## src/rtl/scan_pkg.sv

```systemverilog
package scan_pkg;
  typedef enum logic [1:0] {
    SQ_IDLE    = 2'd0,
    SQ_LOAD    = 2'd1,
    SQ_CAPTURE = 2'd2,
    SQ_UNLOAD  = 2'd3
  } seq_state_t;
endpackage

```

## src/rtl/scan_cell.sv

```systemverilog
// One storage bit with a scan/functional input select.
module scan_cell (
  input  logic clk,
  input  logic rst,
  input  logic en,
  input  logic sel_scan,
  input  logic scan_d,
  input  logic func_d,
  output logic q
);
  always_ff @(posedge clk) begin
    if (rst) begin
      q <= 1'b0;
    end else if (en) begin
      q <= sel_scan ? scan_d : func_d;
    end
  end
endmodule

```

## src/rtl/scan_front_logic.sv

```systemverilog
// Front combinational stage: each result bit mixes an input bit with its lower neighbour (wrapping).
module scan_front_logic #(
  parameter int N = 8
) (
  input  logic [N-1:0] din,
  output logic [N-1:0] dout
);
  for (genvar i = 0; i < N; i++) begin : g_mix
    localparam int NB = (i + N - 1) % N;
    assign dout[i] = din[i] ^ din[NB];
  end
endmodule

```

## src/rtl/scan_seq_ctrl.sv

```systemverilog
// Sequencer: load N shifts, one capture, unload N shifts, done pulse.
module scan_seq_ctrl #(
  parameter int N = 8
) (
  input  logic clk,
  input  logic rst,
  input  logic start,
  output logic shift_en,
  output logic capture_en,
  output logic idle,
  output logic scan_en_q,
  output logic done_q
);
  import scan_pkg::*;

  localparam int CW = (N > 1) ? $clog2(N) : 1;
  localparam logic [CW-1:0] LAST = CW'(N - 1);

  seq_state_t st_q, st_d;
  logic [CW-1:0] cnt_q, cnt_d;
  logic primed_q;
  logic last_bit;

  assign last_bit = (cnt_q == LAST);

  always_comb begin
    st_d  = st_q;
    cnt_d = cnt_q;
    unique case (st_q)
      SQ_IDLE: begin
        cnt_d = '0;
        if (start) st_d = primed_q ? SQ_CAPTURE : SQ_LOAD;
      end
      SQ_LOAD: begin
        if (last_bit) begin
          st_d  = SQ_CAPTURE;
          cnt_d = '0;
        end else begin
          cnt_d = cnt_q + 1'b1;
        end
      end
      SQ_CAPTURE: begin
        st_d  = SQ_UNLOAD;
        cnt_d = '0;
      end
      SQ_UNLOAD: begin
        if (last_bit) begin
          st_d  = SQ_IDLE;
          cnt_d = '0;
        end else begin
          cnt_d = cnt_q + 1'b1;
        end
      end
      default: st_d = SQ_IDLE;
    endcase
  end

  always_ff @(posedge clk) begin
    if (rst) begin
      st_q      <= SQ_IDLE;
      cnt_q     <= '0;
      primed_q  <= 1'b0;
      scan_en_q <= 1'b0;
      done_q    <= 1'b0;
    end else begin
      st_q      <= st_d;
      cnt_q     <= cnt_d;
      scan_en_q <= (st_d == SQ_LOAD) || (st_d == SQ_UNLOAD);
      done_q    <= (st_q == SQ_UNLOAD) && last_bit;
      if ((st_q == SQ_UNLOAD) && last_bit) primed_q <= 1'b1;
    end
  end

  assign shift_en   = (st_q == SQ_LOAD) || (st_q == SQ_UNLOAD);
  assign capture_en = (st_q == SQ_CAPTURE);
  assign idle       = (st_q == SQ_IDLE);

  AST_DONE_PULSE: assert property (@(posedge clk) disable iff (rst)
    done_q |=> !done_q);
  AST_DONE_NO_SCAN: assert property (@(posedge clk) disable iff (rst)
    done_q |-> !scan_en_q);
  AST_CNT_RANGE: assert property (@(posedge clk) disable iff (rst)
    cnt_q <= LAST);
  AST_ONE_CAPTURE: assert property (@(posedge clk) disable iff (rst)
    (st_q == SQ_CAPTURE) |=> (st_q == SQ_UNLOAD));
  AST_CAPTURE_NO_SCAN: assert property (@(posedge clk) disable iff (rst)
    (st_q == SQ_CAPTURE) |-> !scan_en_q);
  AST_START_IGNORED: assert property (@(posedge clk) disable iff (rst)
    ((st_q == SQ_LOAD) && !last_bit && start) |=> ((st_q == SQ_LOAD) && (cnt_q == $past(cnt_q) + 1'b1)));
  AST_IDLE_NO_SCAN: assert property (@(posedge clk) disable iff (rst)
    (st_q == SQ_IDLE) |-> !scan_en_q);
endmodule

```

## src/rtl/scan_test_wrap.sv

```systemverilog
// Top: scan chain of N bits, front stage, sequencer.
module scan_test_wrap #(
  parameter int N = 8
) (
  input  logic         clk,
  input  logic         rst,
  input  logic         start,
  input  logic         scan_in,
  input  logic [N-1:0] par_in,
  output logic         scan_out,
  output logic [N-1:0] par_out,
  output logic         scan_en,
  output logic         done
);
  logic [N-1:0] front_q;
  logic [N-1:0] chain;
  logic [N:0]   link;
  logic shift_en, capture_en, idle;

  scan_front_logic #(.N(N)) u_front (
    .din  (par_in),
    .dout (front_q)
  );

  scan_seq_ctrl #(.N(N)) u_seq (
    .clk        (clk),
    .rst        (rst),
    .start      (start),
    .shift_en   (shift_en),
    .capture_en (capture_en),
    .idle       (idle),
    .scan_en_q  (scan_en),
    .done_q     (done)
  );

  assign link[0] = scan_in;
  for (genvar i = 0; i < N; i++) begin : g_chain
    scan_cell u_cell (
      .clk      (clk),
      .rst      (rst),
      .en       (shift_en | capture_en),
      .sel_scan (shift_en),
      .scan_d   (link[i]),
      .func_d   (front_q[i]),
      .q        (chain[i])
    );
    assign link[i+1] = chain[i];
  end

  assign scan_out = link[N];
  assign par_out  = chain;

  AST_SHIFT_IN: assert property (@(posedge clk) disable iff (rst)
    scan_en |=> (par_out[0] == $past(scan_in)));
  if (N > 1) begin : g_path_chk
    AST_SHIFT_PATH: assert property (@(posedge clk) disable iff (rst)
      scan_en |=> (scan_out == $past(par_out[N-2])));
  end
  AST_CAPTURE_LOAD: assert property (@(posedge clk) disable iff (rst)
    capture_en |=> (par_out == $past(front_q)));
  AST_IDLE_HOLD: assert property (@(posedge clk) disable iff (rst)
    (idle && !start) |=> $stable(par_out));
endmodule

```

## config.mk

```make
export PLATFORM = sky130hd
export DESIGN_NAME = scan_test_wrap
export DESIGN_NICKNAME = d
export VERILOG_FILES = /design/src/rtl/scan_pkg.sv /design/src/rtl/scan_cell.sv /design/src/rtl/scan_front_logic.sv /design/src/rtl/scan_seq_ctrl.sv /design/src/rtl/scan_test_wrap.sv
export SDC_FILE = /design/constraint.sdc
export NUM_CORES = 1
export LEC_CHECK = 0
export ABC_AREA = 1
export BUFFER_PORTS_ARGS = -buffer_cell sky130_fd_sc_hd__buf_2
export CORE_ASPECT_RATIO = 1.1
export CORE_MARGIN = 2
export CORE_UTILIZATION = 45
export DETAILED_ROUTE_END_ITERATION = 10
export GPL_TIMING_DRIVEN = 0
export HOLD_SLACK_MARGIN = 0.12
export PLACE_DENSITY = 0.71
export SYNTH_ARGS = -nofsm -noshare
export SYNTH_HDL_FRONTEND = slang
export SYNTH_SLANG_ARGS = --single-unit
```

## constraint.sdc

```tcl
create_clock -name clk -period 1.2 [get_ports clk]
set_input_delay 0.18 -clock clk [delete_from_list [all_inputs] [get_ports clk]]
set_output_delay 0.18 -clock clk [all_outputs]
set_load 0.02 [all_outputs]
```

==> flow_summary.toml, run 1 <==
[timing]
tns_ps = 0
fmax_mhz = 879
fin_skew_ps = 2.07
worst_pin_slew_ps = 463
hold_viol = 0
layout_min_cycle_time_ps = 1140
setup-violations-final = 0
finalCritPeriodShare_pct = 94.8
slew_headroom_pct = 69.2
finalMaxSlewViolations = 0

[cells_and_area]
nets = 166
drive_gt1_share_pct = 27.2
num_antenna_cells = 0
final_cell_count_no_fill = 168
area_growth_pct = 21.8
postLayoutCoreUtil_pct = 60.2
fill_cells = 176

[detailed_routing]
drtIter0Drc = 13
via_per_inst = 4.63
route.detailed.drc = 0
dr.pass1.iters = 4
wl_per_cell_um = 9.18
ant_nets = 0
wirelength_um = 1540
vias = 778

[floorplan]
die_h_um = 48.1
num_rows = 15
start_util_pct = 49.4
ios = 23
die-area_um2 = 2120
core_um2 = 1610
fp.dieW_um = 44.1

[power_and_ir_drop]
sw_frac_of_total_pct = 26.3
p_per_area_nw_per_um2 = 938
p_leak_nw = 0.586
p_comb_share_pct = 12.0
total_power_uw = 911
sequentialPowerShare_pct = 56.0
power_frac_clock_pct = 32.0
p_sw_uw = 240
vdd_ir_drop_max_v = 0.000617
p_int_uw = 671

[placed_design]
post-place-cells = 164
dp_hpwl_um = 1150
port_buffers = 22
routabilityCongestion = 0.806

[clock_tree]
clkLatencyLatePin_ps = 280
clock_path_buffers = 2
cts.reportedPaths.clkPinSlew_ps = 90
htree_levels = 1
cts_tree = "yes"
cts_hold_buf = 0
clockRootBuffer = "clkbuf_4"
numClockSinks = 15
cts-buffers-inserted = 3

[setup_path]
required_ps = 1390
start_kind = "flop"
end_kind = "flop"
worst-r2r-setup-slack_ps = 60
path_max_fanout = 3
critPathKind = "flop to flop"
arrival_ps = 1320
reg2regPathDepth = 6

[hold_path]
worstHoldPathType = "input pin to flop"
whs_path_depth = 3

[yosys]
synth_most_common_cell = "nand2_1"
syn_avg_cell_area_um2 = 6.38
yosys-top-cells-area = "dfxtp_1 (38%), nand2_1 (21%), a21oi_1 (12%), inv_1 (10%), buf_4 (8.5%)"
netlist_area_um2 = 797
synthTopCellsByCount = "nand2_1 (45), inv_1 (22), a21oi_1 (19), dfxtp_1 (15), buf_4 (9)"
yosysWarnings = 0
synth_edf_count = 0
ys_types = 11
syn_nets = 139
ys_seq_area_share_pct = 37.7
netlist_instances = 125
ys_ff_latch = 15
synth_top_area_share_pct = 37.7
async_flop_share_pct = 0
synth_top_area_cell = "dfxtp_1"
synth_ff_type = "dfxtp_1"

[global_route]
antenna_found_initial = 0
first_global_vias = 627
grt_overflow = 0
grt_first_pass_wirelength_um = 2360
grt_max_degree = 11
grt_util_all_layers_pct = 15.5

[job]
cap_violations = 0

[status]
outcome = "finished, final reports clean"
## routing by layer
| metal | vias up | GRT usage, % | share of wire [%] |
|---|---|---|---|
| li1 | 419 | - | - |
| met3 | 4 | 2.96 | 3.9 |
| met1 | 342 | 14.9 | 40 |
| met5 | - | 0 | 0 |
| met4 | 0 | 9.09 | 1.5 |
| met2 | 13 | 31.2 | 54 |
## power groups by stage
stage          sequential [mW]  combinational, mW  clock, mW
4_1_cts                  0.509              0.109      0.303
6_report                 0.510              0.110      0.291
2_1_floorplan            0.523             0.0648          0
3_5_place_dp             0.521              0.108          0
5_1_grt                  0.511              0.125      0.313
3_3_place_gp             0.520              0.106          0
## critical path: stages, from the launching register on
cell and delay, ps:
dfxtp_1 320, ha_1 200, ha_2 200, nand2_2 80
nand2_1 50, a21oi_1 130, nor2_1 60
## worst paths after layout
check,startpoint,endpoint
max reg2reg,u_seq.cnt_q[0],flop
min,start,flop
max,u_seq.cnt_q[0],flop
min reg2reg,u_seq.cnt_q[0],u_seq.cnt_q[0]
## metrics by stage
stage / hold WS (ps) / worst slack, ps / cell area [µm²]
6_report: 145 / 62.4 / 971
4_1_cts: 139 / 33.8 / 956
2_1_floorplan: 323 / 148 / 797
3_3_place_gp: 408 / 92.0 / 928
3_5_place_dp: 413 / 50.9 / 928
5_1_grt: 156 / -23.0 / 971
## what timing repair did
item / 4_1_cts / 5_1_grt
buffers inserted: 0 / 0
setup endpoints to repair: 0 / 3
gates resized for setup: 0 / 4
endpoints found under the hold margin: 0 / 0
## layout make-up
type	count	area (µm²)	share of cell area, %
inverters	23	86.3	8.89
clock inverters	1	5.00	0.515
flip-flops and latches	15	300	30.9
repair buffers	22	110	11.3
multi-input cells	77	354	36.5
plain buffers	10	71.3	7.35
clock buffers	3	22.5	2.32
well taps	17	21.3	2.19
## logic make-up after synthesis
family / count (synthesis) / share of synthesized area, %
adders and majority gates: 2 / 3.14
buffers and inverters: 33 / 19.8
and+or+nand+nor: 56 / 27.5
AOI/OAI and AO/OA: 19 / 11.9
DFF: 15 / 37.7
## layout by cell type, fill, tap and decap left out, drive strengths merged
cell type,synthesis,layout
nor2,8,8
clkbuf,1,4
nand2,45,45
a21oi,19,19
buf,9,31
clkinv,0,1
ha,2,2
dfxtp,15,15
nand3,3,3
inv,23,23
No activity file was read; power rests on OpenSTA's default activity.
==> run 2: changes to the inputs <==
- CTS_BUF_LIST: not set -> sky130_fd_sc_hd__clkbuf_16
==> run 2 against run 1 <==
Effect of this change:
- utilization up 3.3 points
- hold slack improved by 46 ps
- design area grew 5.4%
- global-route usage rose by 1.9 points
- combinational power hardly changed
- cell count unchanged
- via count rose by 3.0%
- wire length rose by 12%
==> flow_summary.toml, run 2 (synthesis results as in run 1) <==
[global_route]
grt_first_pass_wirelength_um = 2570
first_global_vias = 652
grt_max_degree = 11
grt_util_all_layers_pct = 17.4
grt_overflow = 0
antenna_found_initial = 0

[setup_path]
arrival_ps = 1300
required_ps = 1370
path_max_fanout = 8
start_kind = "flop"
critPathKind = "flop to flop"
end_kind = "flop"

[hold_path]
worstHoldPathType = "input pin to flop"
hp-start = "start"

[placed_design]
post-place-cells = 164
dp_hpwl_um = 1150
routabilityCongestion = 0.806
pre_cts_ws_ps = 50.9
port_buffers = 22

[detailed_routing]
drtIter0Drc = 14
ant_nets = 0
top_layer = "met4"
wl_per_cell_um = 10.2
route.detailed.drc = 0
drt-met1-wl_um = 649
via_per_inst = 4.77
wirelength_um = 1720
route.met3.wl_um = 81
vias = 801
wl_met2_um = 944
dr.pass1.iters = 4

[job]
cap_violations = 0

[timing]
worst_pin_slew_ps = 461
finalMaxSlewViolations = 0
tns_ps = 0
fin_skew_ps = 2.86
layout_min_cycle_time_ps = 1140
fmax_mhz = 879
setup-violations-final = 0
setup_ws_ps = 62.8
finalCritPeriodShare_pct = 94.8
hold_viol = 0
holdWs_ps = 191
slew_headroom_pct = 69.2

[cells_and_area]
final_common_cell = "nand2_1"
num_antenna_cells = 0
postLayoutCoreUtil_pct = 63.4
final_cell_count_no_fill = 168
drive_gt1_share_pct = 27.2
layout_common_cells = "nand2_1 (44), inv_1 (22), buf_2 (22), a21oi_1 (19), dfxtp_1 (15)"
nets = 166
area_growth_pct = 28.4

[clock_tree]
cts_hold_buf = 0
numClockSinks = 15
cts.reportedPaths.clkPinSlew_ps = 50
clockRootBuffer = "clkbuf_16"
cts_tree = "yes"
clkLatencyLatePin_ps = 250
htree_levels = 1
cts-buffers-inserted = 3
clock_path_buffers = 2

[floorplan]
die-area_um2 = 2120
num_rows = 15
ios = 23
fp.dieW_um = 44.1
core_um2 = 1610
die_h_um = 48.1
start_util_pct = 49.4

[power_and_ir_drop]
p_leak_nw = 0.609
vdd_ir_drop_max_v = 0.000826
p_per_area_nw_per_um2 = 1250

[status]
outcome = "finished, final reports clean"
## run 2: cell count changes in the layout (fill, tap and decap cells not counted)
cell | before | now
clkbuf_16 | 0 | 3
clkbuf_4 | 3 | 0
## run 2: power by group
group / internal (mW) / leakage (nW) / switching (mW)
clock: 0.445 / 0.0409 / 0.209
sequential: 0.505 / 0.121 / 0.00641
combinational: 0.0435 / 0.447 / 0.0668
total: 0.994 / 0.609 / 0.283
## run 2: worst max-delay path, stage by stage, from the launching register on
cell     delay [ps]
dfxtp_1         420
inv_1           100
nor2_2          260
nand2_1          90
a21oi_1         180
## run 2: worst paths after layout
| check | depth (start not counted) | to | slack, ps |
|---|---|---|---|
| setup / recovery | 4 | g_chain[3].u_cell.q | 60 |
| hold / removal | 3 | flop | 190 |
| setup reg to reg | 4 | g_chain[3].u_cell.q | 60 |
| hold reg to reg | 1 | u_seq.cnt_q[0] | 420 |
## run 2: repair_timing
item | 4_1_cts | 5_1_grt
buffers inserted | 0 | 0
endpoints found under the hold margin | 0 | 0
setup endpoints to repair | 0 | 4
resized for setup | 0 | 4
## run 2: stage by stage
stage | instance area, µm² | power (mW)
floorplan | 797 | 0.587
global placement | 928 | 0.627
detailed placement | 928 | 0.629
CTS | 1010 | 1.29
global route | 1020 | 1.31
finish | 1020 | 1.28
## run 2: layout make-up
cell class,instances,area (µm²)
fillers,161,591
plain buffers,10,71.3
clock inverters,1,5.00
inverters,23,86.3
multi-input cells,77,354
repair buffers,22,110
clock buffers,3,75.1
flip-flops and latches,15,300
well taps,17,21.3
## run 2: routing by layer
layer	vias up	global-route usage, %
met3	6	4.07
li1	421	-
met5	-	0
met2	19	33.5
met4	0	12.7
met1	355	16.5
